[config.mk]
export PLATFORM = sky130hd
export DESIGN_NAME = pkt_ni
export DESIGN_NICKNAME = d
export VERILOG_FILES = /design/src/rtl/pkt_ni_pkg.sv /design/src/rtl/pkt_ni_ctrl.sv /design/src/rtl/pkt_ni_tx_path.sv /design/src/rtl/pkt_ni_rx_path.sv /design/src/rtl/pkt_ni.sv
export SDC_FILE = /design/constraint.sdc
export NUM_CORES = 1
export LEC_CHECK = 0
export BUFFER_PORTS_ARGS = -buffer_cell sky130_fd_sc_hd__clkbuf_2
export CAP_MARGIN = 20
export CORE_ASPECT_RATIO = 1.5
export CORE_MARGIN = 2
export CORE_UTILIZATION = 27
export DETAILED_ROUTE_END_ITERATION = 16
export HOLD_SLACK_MARGIN = 0.06
export PLACE_DENSITY = 0.51
export SKIP_CTS_REPAIR_TIMING = 1
export SLEW_MARGIN = 10
export SYNTH_ARGS = -nofsm -noshare
export SYNTH_HDL_FRONTEND = slang
export SYNTH_SLANG_ARGS = --single-unit
[constraint.sdc]
create_clock -name clk -period 1.59 [get_ports clk]
set_clock_uncertainty 0.1 [all_clocks]
set_input_delay 0.0795 -clock clk [delete_from_list [all_inputs] [get_ports clk]]
set_output_delay 0.0795 -clock clk [all_outputs]
set_load 0.1 [all_outputs]
[src/rtl/pkt_ni_pkg.sv]
package pkt_ni_pkg;

  localparam int FLIT_DATA_W = 16;
  localparam int COORD_W     = 3;
  localparam int KIND_W      = 2;
  localparam int FLIT_W      = FLIT_DATA_W + KIND_W;

  typedef enum logic [KIND_W-1:0] {
    FT_BODY = 2'b00,
    FT_HEAD = 2'b01,
    FT_TAIL = 2'b10
  } flit_kind_e;

  typedef enum logic [2:0] {
    ST_IDLE,
    ST_READ,
    ST_PROC,
    ST_FWD,
    ST_WAIT
  } ni_state_e;

  typedef enum logic {
    DIR_OUT = 1'b0,
    DIR_IN  = 1'b1
  } ni_dir_e;

  function automatic logic [FLIT_W-1:0] make_flit(input flit_kind_e kind,
                                                  input logic [FLIT_DATA_W-1:0] data);
    return {kind, data};
  endfunction

  function automatic flit_kind_e kind_of(input logic [FLIT_W-1:0] flit);
    return flit_kind_e'(flit[FLIT_W-1 -: KIND_W]);
  endfunction

  // command in bit 0, Y above it, X above Y, rest zero
  function automatic logic [FLIT_DATA_W-1:0] head_word(input logic [COORD_W-1:0] x,
                                                       input logic [COORD_W-1:0] y,
                                                       input logic cmd);
    logic [FLIT_DATA_W-1:0] w;
    w = '0;
    w[0] = cmd;
    w[COORD_W:1] = y;
    w[2*COORD_W:COORD_W+1] = x;
    return w;
  endfunction

  function automatic logic head_cmd(input logic [FLIT_DATA_W-1:0] w);
    return w[0];
  endfunction

  function automatic logic [COORD_W-1:0] head_y(input logic [FLIT_DATA_W-1:0] w);
    return w[COORD_W:1];
  endfunction

  function automatic logic [COORD_W-1:0] head_x(input logic [FLIT_DATA_W-1:0] w);
    return w[2*COORD_W:COORD_W+1];
  endfunction

endpackage

[src/rtl/pkt_ni_ctrl.sv]
module pkt_ni_ctrl
  import pkt_ni_pkg::*;
#(
  parameter int PAY_FLITS = 2,
  localparam int IDX_W = $clog2(PAY_FLITS + 1)
) (
  input  logic             clk,
  input  logic             rst_n,
  input  logic             pu_req,
  input  logic             rx_valid,
  input  flit_kind_e       rx_kind,
  input  logic             tx_ack,
  input  logic             tx_nack,
  input  logic             pu_ack,
  input  logic             pu_nack,
  output ni_state_e        state,
  output ni_dir_e          dir,
  output logic [IDX_W-1:0] fwd_idx,
  output logic             ev_start_out,
  output logic             ev_start_in,
  output logic             ev_capture,
  output logic             ev_build_out,
  output logic             ev_unpack_in,
  output logic             tx_valid,
  output logic             pu_rx_valid,
  output logic             pu_taken,
  output logic             pu_done
);

  ni_state_e        state_q, state_d;
  ni_dir_e          dir_q, dir_d;
  logic [IDX_W-1:0] idx_q, idx_d;
  logic             done_q;

  logic rx_head, ev_end_rx, ev_last_flit, ev_done, ev_retry;
  logic ack_sel, nack_sel;

  assign rx_head      = rx_valid && (rx_kind == FT_HEAD);
  assign ev_start_in  = (state_q == ST_IDLE) && rx_head;
  assign ev_start_out = (state_q == ST_IDLE) && pu_req && !rx_head;
  assign ev_capture   = (state_q == ST_READ) && (dir_q == DIR_IN) && rx_valid
                        && (rx_kind != FT_HEAD);
  assign ev_end_rx    = ev_capture && (rx_kind == FT_TAIL);
  assign ev_build_out = (state_q == ST_PROC) && (dir_q == DIR_OUT);
  assign ev_unpack_in = (state_q == ST_PROC) && (dir_q == DIR_IN);
  assign ev_last_flit = (state_q == ST_FWD)
                        && ((dir_q == DIR_IN) || (idx_q == IDX_W'(PAY_FLITS)));
  assign ack_sel      = (dir_q == DIR_OUT) ? tx_ack  : pu_ack;
  assign nack_sel     = (dir_q == DIR_OUT) ? tx_nack : pu_nack;
  assign ev_done      = (state_q == ST_WAIT) && ack_sel;
  assign ev_retry     = (state_q == ST_WAIT) && !ack_sel && nack_sel;

  always_comb begin
    state_d = state_q;
    dir_d   = dir_q;
    idx_d   = idx_q;
    unique case (state_q)
      ST_IDLE: begin
        if (ev_start_in) begin
          state_d = ST_READ;
          dir_d   = DIR_IN;
        end else if (ev_start_out) begin
          state_d = ST_READ;
          dir_d   = DIR_OUT;
        end
      end
      ST_READ: begin
        if ((dir_q == DIR_OUT) || ev_end_rx) state_d = ST_PROC;
      end
      ST_PROC: begin
        state_d = ST_FWD;
        idx_d   = '0;
      end
      ST_FWD: begin
        if (ev_last_flit) state_d = ST_WAIT;
        else              idx_d   = idx_q + 1'b1;
      end
      ST_WAIT: begin
        if (ev_done) begin
          state_d = ST_IDLE;
        end else if (ev_retry) begin
          state_d = ST_FWD;
          idx_d   = '0;
        end
      end
      default: state_d = ST_IDLE;
    endcase
  end

  always_ff @(posedge clk) begin
    if (!rst_n) begin
      state_q <= ST_IDLE;
      dir_q   <= DIR_OUT;
      idx_q   <= '0;
      done_q  <= 1'b0;
    end else begin
      state_q <= state_d;
      dir_q   <= dir_d;
      idx_q   <= idx_d;
      done_q  <= ev_done && (dir_q == DIR_OUT);
    end
  end

  // Moore outputs: decoded from registered state only
  assign state       = state_q;
  assign dir         = dir_q;
  assign fwd_idx     = idx_q;
  assign tx_valid    = (state_q == ST_FWD)  && (dir_q == DIR_OUT);
  assign pu_rx_valid = (state_q == ST_FWD)  && (dir_q == DIR_IN);
  assign pu_taken    = (state_q == ST_READ) && (dir_q == DIR_OUT);
  assign pu_done     = done_q;

  a_r5_ack_to_idle: assert property (@(posedge clk) disable iff (!rst_n)
    ev_done |=> (state_q == ST_IDLE));

  a_r6_nack_restarts: assert property (@(posedge clk) disable iff (!rst_n)
    ev_retry |=> (state_q == ST_FWD && idx_q == '0));

  a_r7_done_needs_wait: assert property (@(posedge clk) disable iff (!rst_n)
    pu_done |-> $past(state_q == ST_WAIT && tx_ack));

  a_r10_router_first: assert property (@(posedge clk) disable iff (!rst_n)
    (state_q == ST_IDLE && rx_head && pu_req) |=> (dir_q == DIR_IN && !pu_taken));

  a_r11_taken_from_idle: assert property (@(posedge clk) disable iff (!rst_n)
    $rose(pu_taken) |-> $past(state_q == ST_IDLE && pu_req));

endmodule

[src/rtl/pkt_ni_tx_path.sv]
module pkt_ni_tx_path
  import pkt_ni_pkg::*;
#(
  parameter int PAY_FLITS = 2,
  localparam int IDX_W  = $clog2(PAY_FLITS + 1),
  localparam int PAY_W  = PAY_FLITS * FLIT_DATA_W
) (
  input  logic               clk,
  input  logic               rst_n,
  input  logic               load,
  input  logic               build,
  input  logic               tx_valid,
  input  logic [IDX_W-1:0]   fwd_idx,
  input  logic [COORD_W-1:0] dst_x,
  input  logic [COORD_W-1:0] dst_y,
  input  logic               cmd,
  input  logic [PAY_W-1:0]   wdata,
  output logic [FLIT_W-1:0]  tx_flit
);

  logic [COORD_W-1:0]            req_x, req_y;
  logic                          req_cmd;
  logic [PAY_W-1:0]              req_data;
  logic [PAY_FLITS:0][FLIT_W-1:0] pkt_q;

  function automatic flit_kind_e body_kind(input int k);
    return (k == PAY_FLITS - 1) ? FT_TAIL : FT_BODY;
  endfunction

  always_ff @(posedge clk) begin
    if (!rst_n) begin
      req_x    <= '0;
      req_y    <= '0;
      req_cmd  <= 1'b0;
      req_data <= '0;
    end else if (load) begin
      req_x    <= dst_x;
      req_y    <= dst_y;
      req_cmd  <= cmd;
      req_data <= wdata;
    end
  end

  always_ff @(posedge clk) begin
    if (!rst_n) begin
      pkt_q <= '0;
    end else if (build) begin
      pkt_q[0] <= make_flit(FT_HEAD, head_word(req_x, req_y, req_cmd));
      for (int k = 0; k < PAY_FLITS; k++) begin
        pkt_q[k+1] <= make_flit(body_kind(k), req_data[k*FLIT_DATA_W +: FLIT_DATA_W]);
      end
    end
  end

  always_comb begin
    tx_flit = '0;
    for (int s = 0; s <= PAY_FLITS; s++) begin
      if (tx_valid && fwd_idx == IDX_W'(s)) tx_flit = pkt_q[s];
    end
  end

  a_r3_head_leads: assert property (@(posedge clk) disable iff (!rst_n)
    (tx_valid && fwd_idx == '0) |-> (kind_of(tx_flit) == FT_HEAD));

  a_r4_tail_closes: assert property (@(posedge clk) disable iff (!rst_n)
    (tx_valid && fwd_idx == IDX_W'(PAY_FLITS)) |-> (kind_of(tx_flit) == FT_TAIL));

endmodule

[src/rtl/pkt_ni_rx_path.sv]
module pkt_ni_rx_path
  import pkt_ni_pkg::*;
#(
  parameter int PAY_FLITS = 2,
  localparam int CNT_W = $clog2(PAY_FLITS + 1),
  localparam int PAY_W = PAY_FLITS * FLIT_DATA_W
) (
  input  logic                   clk,
  input  logic                   rst_n,
  input  logic                   head_load,
  input  logic                   capture,
  input  logic                   unpack,
  input  logic [FLIT_DATA_W-1:0] rx_data,
  output logic [COORD_W-1:0]     pu_rx_x,
  output logic [COORD_W-1:0]     pu_rx_y,
  output logic                   pu_rx_cmd,
  output logic [PAY_W-1:0]       pu_rx_data
);

  logic [FLIT_DATA_W-1:0]                 head_q;
  logic [PAY_FLITS-1:0][FLIT_DATA_W-1:0]  slot_q;
  logic [CNT_W-1:0]                       cnt_q;

  always_ff @(posedge clk) begin
    if (!rst_n) begin
      head_q <= '0;
      slot_q <= '0;
      cnt_q  <= '0;
    end else if (head_load) begin
      head_q <= rx_data;
      slot_q <= '0;
      cnt_q  <= '0;
    end else if (capture && cnt_q < CNT_W'(PAY_FLITS)) begin
      for (int s = 0; s < PAY_FLITS; s++) begin
        if (cnt_q == CNT_W'(s)) slot_q[s] <= rx_data;
      end
      cnt_q <= cnt_q + 1'b1;
    end
  end

  always_ff @(posedge clk) begin
    if (!rst_n) begin
      pu_rx_x    <= '0;
      pu_rx_y    <= '0;
      pu_rx_cmd  <= 1'b0;
      pu_rx_data <= '0;
    end else if (unpack) begin
      pu_rx_x    <= head_x(head_q);
      pu_rx_y    <= head_y(head_q);
      pu_rx_cmd  <= head_cmd(head_q);
      pu_rx_data <= slot_q;
    end
  end

  a_r12_slot_bound: assert property (@(posedge clk) disable iff (!rst_n)
    cnt_q <= CNT_W'(PAY_FLITS));

  a_r12_fresh_start: assert property (@(posedge clk) disable iff (!rst_n)
    head_load |=> (cnt_q == '0 && slot_q == '0));

endmodule

[src/rtl/pkt_ni.sv]
module pkt_ni
  import pkt_ni_pkg::*;
#(
  parameter int PAY_FLITS = 2
) (
  input  logic                               clk,
  input  logic                               rst_n,
  input  logic                               pu_req,
  input  logic [pkt_ni_pkg::COORD_W-1:0]     pu_dst_x,
  input  logic [pkt_ni_pkg::COORD_W-1:0]     pu_dst_y,
  input  logic                               pu_cmd,
  input  logic [PAY_FLITS*pkt_ni_pkg::FLIT_DATA_W-1:0] pu_wdata,
  output logic                               pu_taken,
  output logic                               pu_done,
  output logic                               tx_valid,
  output logic [pkt_ni_pkg::FLIT_W-1:0]      tx_flit,
  input  logic                               tx_ack,
  input  logic                               tx_nack,
  input  logic                               rx_valid,
  input  logic [pkt_ni_pkg::FLIT_W-1:0]      rx_flit,
  output logic                               pu_rx_valid,
  output logic [pkt_ni_pkg::COORD_W-1:0]     pu_rx_x,
  output logic [pkt_ni_pkg::COORD_W-1:0]     pu_rx_y,
  output logic                               pu_rx_cmd,
  output logic [PAY_FLITS*pkt_ni_pkg::FLIT_DATA_W-1:0] pu_rx_data,
  input  logic                               pu_ack,
  input  logic                               pu_nack
);

  localparam int IDX_W = $clog2(PAY_FLITS + 1);

  ni_state_e        state;
  ni_dir_e          dir;
  logic [IDX_W-1:0] fwd_idx;
  logic             ev_start_out, ev_start_in, ev_capture, ev_build_out, ev_unpack_in;
  flit_kind_e       rx_kind;

  assign rx_kind = kind_of(rx_flit);

  pkt_ni_ctrl #(.PAY_FLITS(PAY_FLITS)) u_ctrl (
    .clk          (clk),
    .rst_n        (rst_n),
    .pu_req       (pu_req),
    .rx_valid     (rx_valid),
    .rx_kind      (rx_kind),
    .tx_ack       (tx_ack),
    .tx_nack      (tx_nack),
    .pu_ack       (pu_ack),
    .pu_nack      (pu_nack),
    .state        (state),
    .dir          (dir),
    .fwd_idx      (fwd_idx),
    .ev_start_out (ev_start_out),
    .ev_start_in  (ev_start_in),
    .ev_capture   (ev_capture),
    .ev_build_out (ev_build_out),
    .ev_unpack_in (ev_unpack_in),
    .tx_valid     (tx_valid),
    .pu_rx_valid  (pu_rx_valid),
    .pu_taken     (pu_taken),
    .pu_done      (pu_done)
  );

  pkt_ni_tx_path #(.PAY_FLITS(PAY_FLITS)) u_tx (
    .clk      (clk),
    .rst_n    (rst_n),
    .load     (ev_start_out),
    .build    (ev_build_out),
    .tx_valid (tx_valid),
    .fwd_idx  (fwd_idx),
    .dst_x    (pu_dst_x),
    .dst_y    (pu_dst_y),
    .cmd      (pu_cmd),
    .wdata    (pu_wdata),
    .tx_flit  (tx_flit)
  );

  pkt_ni_rx_path #(.PAY_FLITS(PAY_FLITS)) u_rx (
    .clk        (clk),
    .rst_n      (rst_n),
    .head_load  (ev_start_in),
    .capture    (ev_capture),
    .unpack     (ev_unpack_in),
    .rx_data    (rx_flit[FLIT_DATA_W-1:0]),
    .pu_rx_x    (pu_rx_x),
    .pu_rx_y    (pu_rx_y),
    .pu_rx_cmd  (pu_rx_cmd),
    .pu_rx_data (pu_rx_data)
  );

  a_r2_one_side_active: assert property (@(posedge clk) disable iff (!rst_n)
    !(tx_valid && pu_rx_valid));

  a_r8_deliver_after_proc: assert property (@(posedge clk) disable iff (!rst_n)
    $rose(pu_rx_valid) |-> $past(state == ST_PROC || state == ST_WAIT));

  a_r9_wait_holds_in: assert property (@(posedge clk) disable iff (!rst_n)
    (state == ST_WAIT && dir == DIR_IN && !pu_ack && !pu_nack) |=> (state == ST_WAIT));

endmodule

Yosys cells after proc, flatten, opt, wreduce, memory -nomap -nowiden
Cells that the tools add are included.
W data, S select, Z words.
{"block": "totals", "elab_cells": 96, "ff_bits": 167, "inputBits": 65}
{"block": "classes", "n_mux": 18, "reduce_logical": 37, "bitwise": 2, "eq_ne": 17, "addsub": 2, "magnitude_cmp": 1}
{"operator": "$mux W17", "count": 2}
{"operator": "$logic_and A1 B1 Y1", "count": 22}
{"operator": "$mux W18", "count": 1}
{"operator": "$mux W3", "count": 6}
{"operator": "$pmux W3 S5", "count": 1}
{"operator": "$ne A2 B1 Y1 const B", "count": 4}
{"operator": "$reduce_and A4 Y1", "count": 2}
{"operator": "$eq A2 B1 Y1 const B", "count": 3}
{"operator": "$eq A3 B2 Y1 const B", "count": 2}
{"operator": "$mux W2", "count": 3}
{"operator": "$pmux W2 S3", "count": 1}
{"operator": "$reduce_and A2 Y1", "count": 3}
{"operator": "$add A2 B1 Y2 const B", "count": 2}
{"operator": "$eq A2 B2 Y1 const B", "count": 2}
{"operator": "$logic_not A2 Y1", "count": 2}
{"operator": "$mux W1", "count": 4}
{"operator": "$ne A2 B2 Y1 const B", "count": 2}
{"operator": "$eq A3 B1 Y1 const B", "count": 1}
{"operator": "$eq A3 B3 Y1 const B", "count": 1}
{"operator": "$logic_not A3 Y1", "count": 1}
{"operator": "$ne A3 B1 Y1 const B", "count": 1}
{"operator": "$ne A3 B3 Y1 const B", "count": 1}
{"operator": "$reduce_bool A3 Y1", "count": 1}
{"operator": "$logic_not A1 Y1", "count": 2}
{"operator": "5 further kinds", "count": 7}

Depth between registers and ports, before layout
{"block": "logic_depth", "depth_word": 8, "mapped_depth": 8}

By module
A second synthesis with hierarchy kept.
{"block": "hier_totals", "cells_unflattened": 676, "hier_area_um2": 6957.9}
{"module": "pkt_ni_tx_path", "cells_per_inst": 313, "area_each_um2": 3388.2, "instances": 1}
{"module": "pkt_ni_rx_path", "cells_per_inst": 303, "area_each_um2": 3057.9, "instances": 1}
{"module": "pkt_ni_ctrl", "cells_per_inst": 60, "area_each_um2": 511.7, "instances": 1}

Worst setup path before layout
No wires, ideal clock.
{"block": "synth_timing", "path_kind": "flip-flop to output port", "start": "register u_ctrl.state_q[2], in the netlist u_ctrl.state[2]", "end": "output pu_taken", "arrival_time_ps": 3683, "path_buffers": 1, "path_stages_with_launch": 3, "setup_slack_ps": -2272, "path_cell_list": "dfxtp_1 > clkbuf_1 > nor4b_1"}
{"block": "synth_between", "elab_chain_len": 2}
{"element": "from (decl)", "line": "pkt_ni_ctrl.sv:30", "source": "ni_state_e state_q, state_d;"}
{"element": "from (signal assigned)", "line": "pkt_ni_ctrl.sv:97", "source": "state_q <= state_d;"}
{"element": "$eq A3 B1 Y1", "line": "pkt_ni_ctrl.sv:110", "source": "assign pu_taken = (state_q == ST_READ) && (dir_q == DIR_OUT);"}
{"element": "$logic_and A1 B1 Y1", "line": "pkt_ni_ctrl.sv:110"}
{"element": "to (decl)", "line": "pkt_ni.sv:13", "source": "output logic pu_taken,"}
No other way between the ends.

Worst setup path in the final report
{"block": "layout_timing", "start": "register u_ctrl.state_q[0], in the netlist u_ctrl.state[0]", "end": "output tx_flit[6] (netlist name)"}
{"block": "layout_between", "elab_chain_len": 6, "elab_cells_between_ends": 8, "classes_between": "1 x eq/ne; 3 x mux; 4 x reduce/logical"}
{"element": "$eq A3 B2 Y1 (*)", "line": "pkt_ni_ctrl.sv:108", "source": "assign tx_valid = (state_q == ST_FWD) && (dir_q == DIR_OUT);"}
{"element": "$logic_and A1 B1 Y1 (*)", "line": "pkt_ni_ctrl.sv:108"}
{"element": "$logic_and A1 B1 Y1", "line": "pkt_ni_tx_path.sv:58", "source": "if (tx_valid && fwd_idx == IDX_W'(s)) tx_flit = pkt_q[s];"}
{"element": "$mux W17 (2 in a row)", "line": "pkt_ni_tx_path.sv:58"}
{"element": "$mux W18 (*)", "line": "pkt_ni_tx_path.sv:58"}
{"element": "to (decl)", "line": "pkt_ni.sv:16", "source": "output logic [pkt_ni_pkg::FLIT_W-1:0] tx_flit,"}
Mark *: on every way between the ends. The rest lies on a longest branch, timed or not.

==> run metrics <==
IO Pins=126; Total GRT Usage=14.3%; vias=roughly 6300; CTS Buf Count=17; # placed instances=between 1000 and 1500; CTS H-tree depth=4; Final HPWL DP=12.3 mm; Antenna diodes=0; CP Class=reg2out; Cell Int Power=8.26 mW; fin crit share=137%; P_sw=2.86 mW; Tightest Pin Transition=0.577 ns; initial antenna violation count=0; core area=roughly 0.024 mm²; Avg WL per Cell=17.5 µm; clock power share=43.3%; number of flops mapped to enable cells by yosys=0; CTS tree=done; Power Density=~970 mW/mm²; top cells by area, synth=dfxtp_1, nand2_1, a21boi_0; Netlist cell types=43; Hold Slack=approximately 0.035 ns; Clock transition at path regs=0.07 ns; synthesized instance count=a little under 800; Port Buffers=125; net switching fraction of the power=25.7%; Iteration-0 DRC Markers=266; Final ANT Viol Nets=0; hold crit path type=in2reg; CP Capture Type=output pin; Mapped Nets=859; Synth Register Bits=around 170; row cnt=70; pin count of the biggest net entering global routing=94; slew margin rel.=61.7%; combinational power share=17.2%; Skew-Pair Late Insertion Delay=0.44 ns; Layout Cells excl Fill=1360; Routed WL=23.8 mm; cell area after synthesis=0.00673 mm²; average vias per placed instance=roughly 4.6; Pwr Total=11.1 mW; Synth Flop Type=dfxtp_1; Post-Place Cell Area=0.00840 mm²; Final nets=1094; syn_area_per_cell=8.52 µm²; RSZ-0062 raised after global routing=yes; violated checks=setup timing; layout cell share with drive strength beyond 1=44.4%; ys async rst share=0%; Setup WS post-layout=-0.592 ns; Post-synth top cells=nand2_1, dfxtp_1, a21boi_0; Worst Reg-to-Reg Cells=8; Seq/Total Area, Yosys=49.4%; WP data required=1.41 ns; initial core utilization=27.5%; final slew viol count=0; drt pass-1 iters=4; number of global-route vias before repair=5712; Hold Fails Final Rpt=0; CTS Buffer Depth=2; Max Fclk=roughly 460 MHz; DIE AREA=0.0262 mm²; first-pass GRT wire length=between 20 and 30 mm; clk sink count=~170; sequential share of power=39.4%; Yosys warnings=0; post-route minimum period=2.18 ns; Setup WS pre-CTS=-0.277 ns; Die X=133 µm; reg2reg setup slack=-0.32 ns; placer congestion estimate=0.771; Worst Setup Start Kind=register; hold path cells=5; Leakage Power=roughly 4.6 nW; layout overhead on the synthesized area=70.3%; area leader, netlist=dfxtp_1; post-synth top area share=49.4%; MaxCap Viol Count=0; die height=around 200 µm; critical-path maximum fanout=7; most numerous cell in the Yosys netlist=nand2_1; DRC errors left=0; setup violators final=185; outcome=finished with violations; arrival time at the worst endpoint=2.00 ns; grt ovf=0; Final Cell Area=0.0115 mm²; CTS Root Cell=clkbuf_16; Peak VDD IR=0.000726 V
-- worst max-delay path, stage by stage (launching register included) --
cell and delay (ns):
dfxtp_2 0.33, nor4bb_4 0.28, buf_4 0.16, and3b_2 0.32, buf_6 0.13, a221oi_4 0.06, nor2_4 0.11, buf_12 0.18
-- layout by cell type (no fill, tap or decap), types with 8 or more instances in the layout --
master         instances
a22o_4                 9
buf_12                39
nand2_2               61
a21boi_0               9
mux2i_1               34
nand3_1                8
a21boi_1              82
nor2_4                 9
dfxtp_1              161
dlygate4sd3_1         59
buf_8                  8
buf_4                 31
clkbuf_2             103
nand2_1              187
nand2_4               53
a21boi_2              36
buf_6                 18
clkbuf_16             34
-- path summary, 6_finish.rpt --
kind / startpoint / endpoint
setup / recovery: u_ctrl.state[0] / tx_flit[6]
hold reg to reg: u_tx.req_data[22] / u_tx.pkt_q[42]
hold / removal: rx_flit[17] / u_ctrl.state[2]
setup reg to reg: u_ctrl.state[2] / u_tx.pkt_q[29]
-- power by group through the flow --
stage                     Sequential, mW  Clock [mW]  Combinational, mW
final                               4.38        4.82               1.91
after global routing                4.39        5.08               2.03
after CTS                           4.36        4.94               1.03
after detailed placement            4.45           0               1.03
after global placement              4.45           0               1.02
after floorplan                     4.44           0              0.621
-- cell families (layout without fill, tap and decap cells) --
kind of cell,after synthesis,count (layout),synth area share [%]
AOI/OAI and AO/OA,156,156,17.6
xor gates and xnor gates,1,1,0.130
muxes,35,35,5.21
adders and majority gates,5,5,0.930
DFF,166,166,49.4
and+or+nand+nor,359,359,22.0
buffers and inverters,67,314,4.71
-- state kept, by name, indices dropped and copies added, names as in the netlist, 3 cells and up --
register and flops:
u_rx.pu_rx_y 3, u_tx.pkt_q 40, u_rx.pu_rx_data 32, u_rx.head_q 7
u_ctrl.state 3, u_rx.pu_rx_x 3, u_tx.req_data 32, u_rx.slot_q 32
u_tx.req_x 3, u_tx.req_y 3
-- per-stage QoR --
step | util [%] | setup TNS [ns]
after CTS | 37.2 | -26.85
after global routing | 46.9 | -58.58
after detailed placement | 34.4 | -14.46
final | 46.9 | -48.61
after global placement | 34.4 | -11.23
after floorplan | - | -9.90
-- metal layers --
layer	global-route usage (%)	vias up	part of all wire (%)
met5	0	-	0
met4	6.49	0	3.2
met3	3.00	30	2.7
met2	25.9	143	56
met1	15.9	3019	38
li1	-	3090	-
-- area by class of cell --
type,count,area (µm²)
timing repair buffer,275,2870
tap,324,405
clock inverter,11,221
sequential,166,3330
clock buffer,20,457
multi-input combinational,556,4140
inverter,8,30.0
fill,2299,13000
No activity file was read; power rests on OpenSTA's default activity.
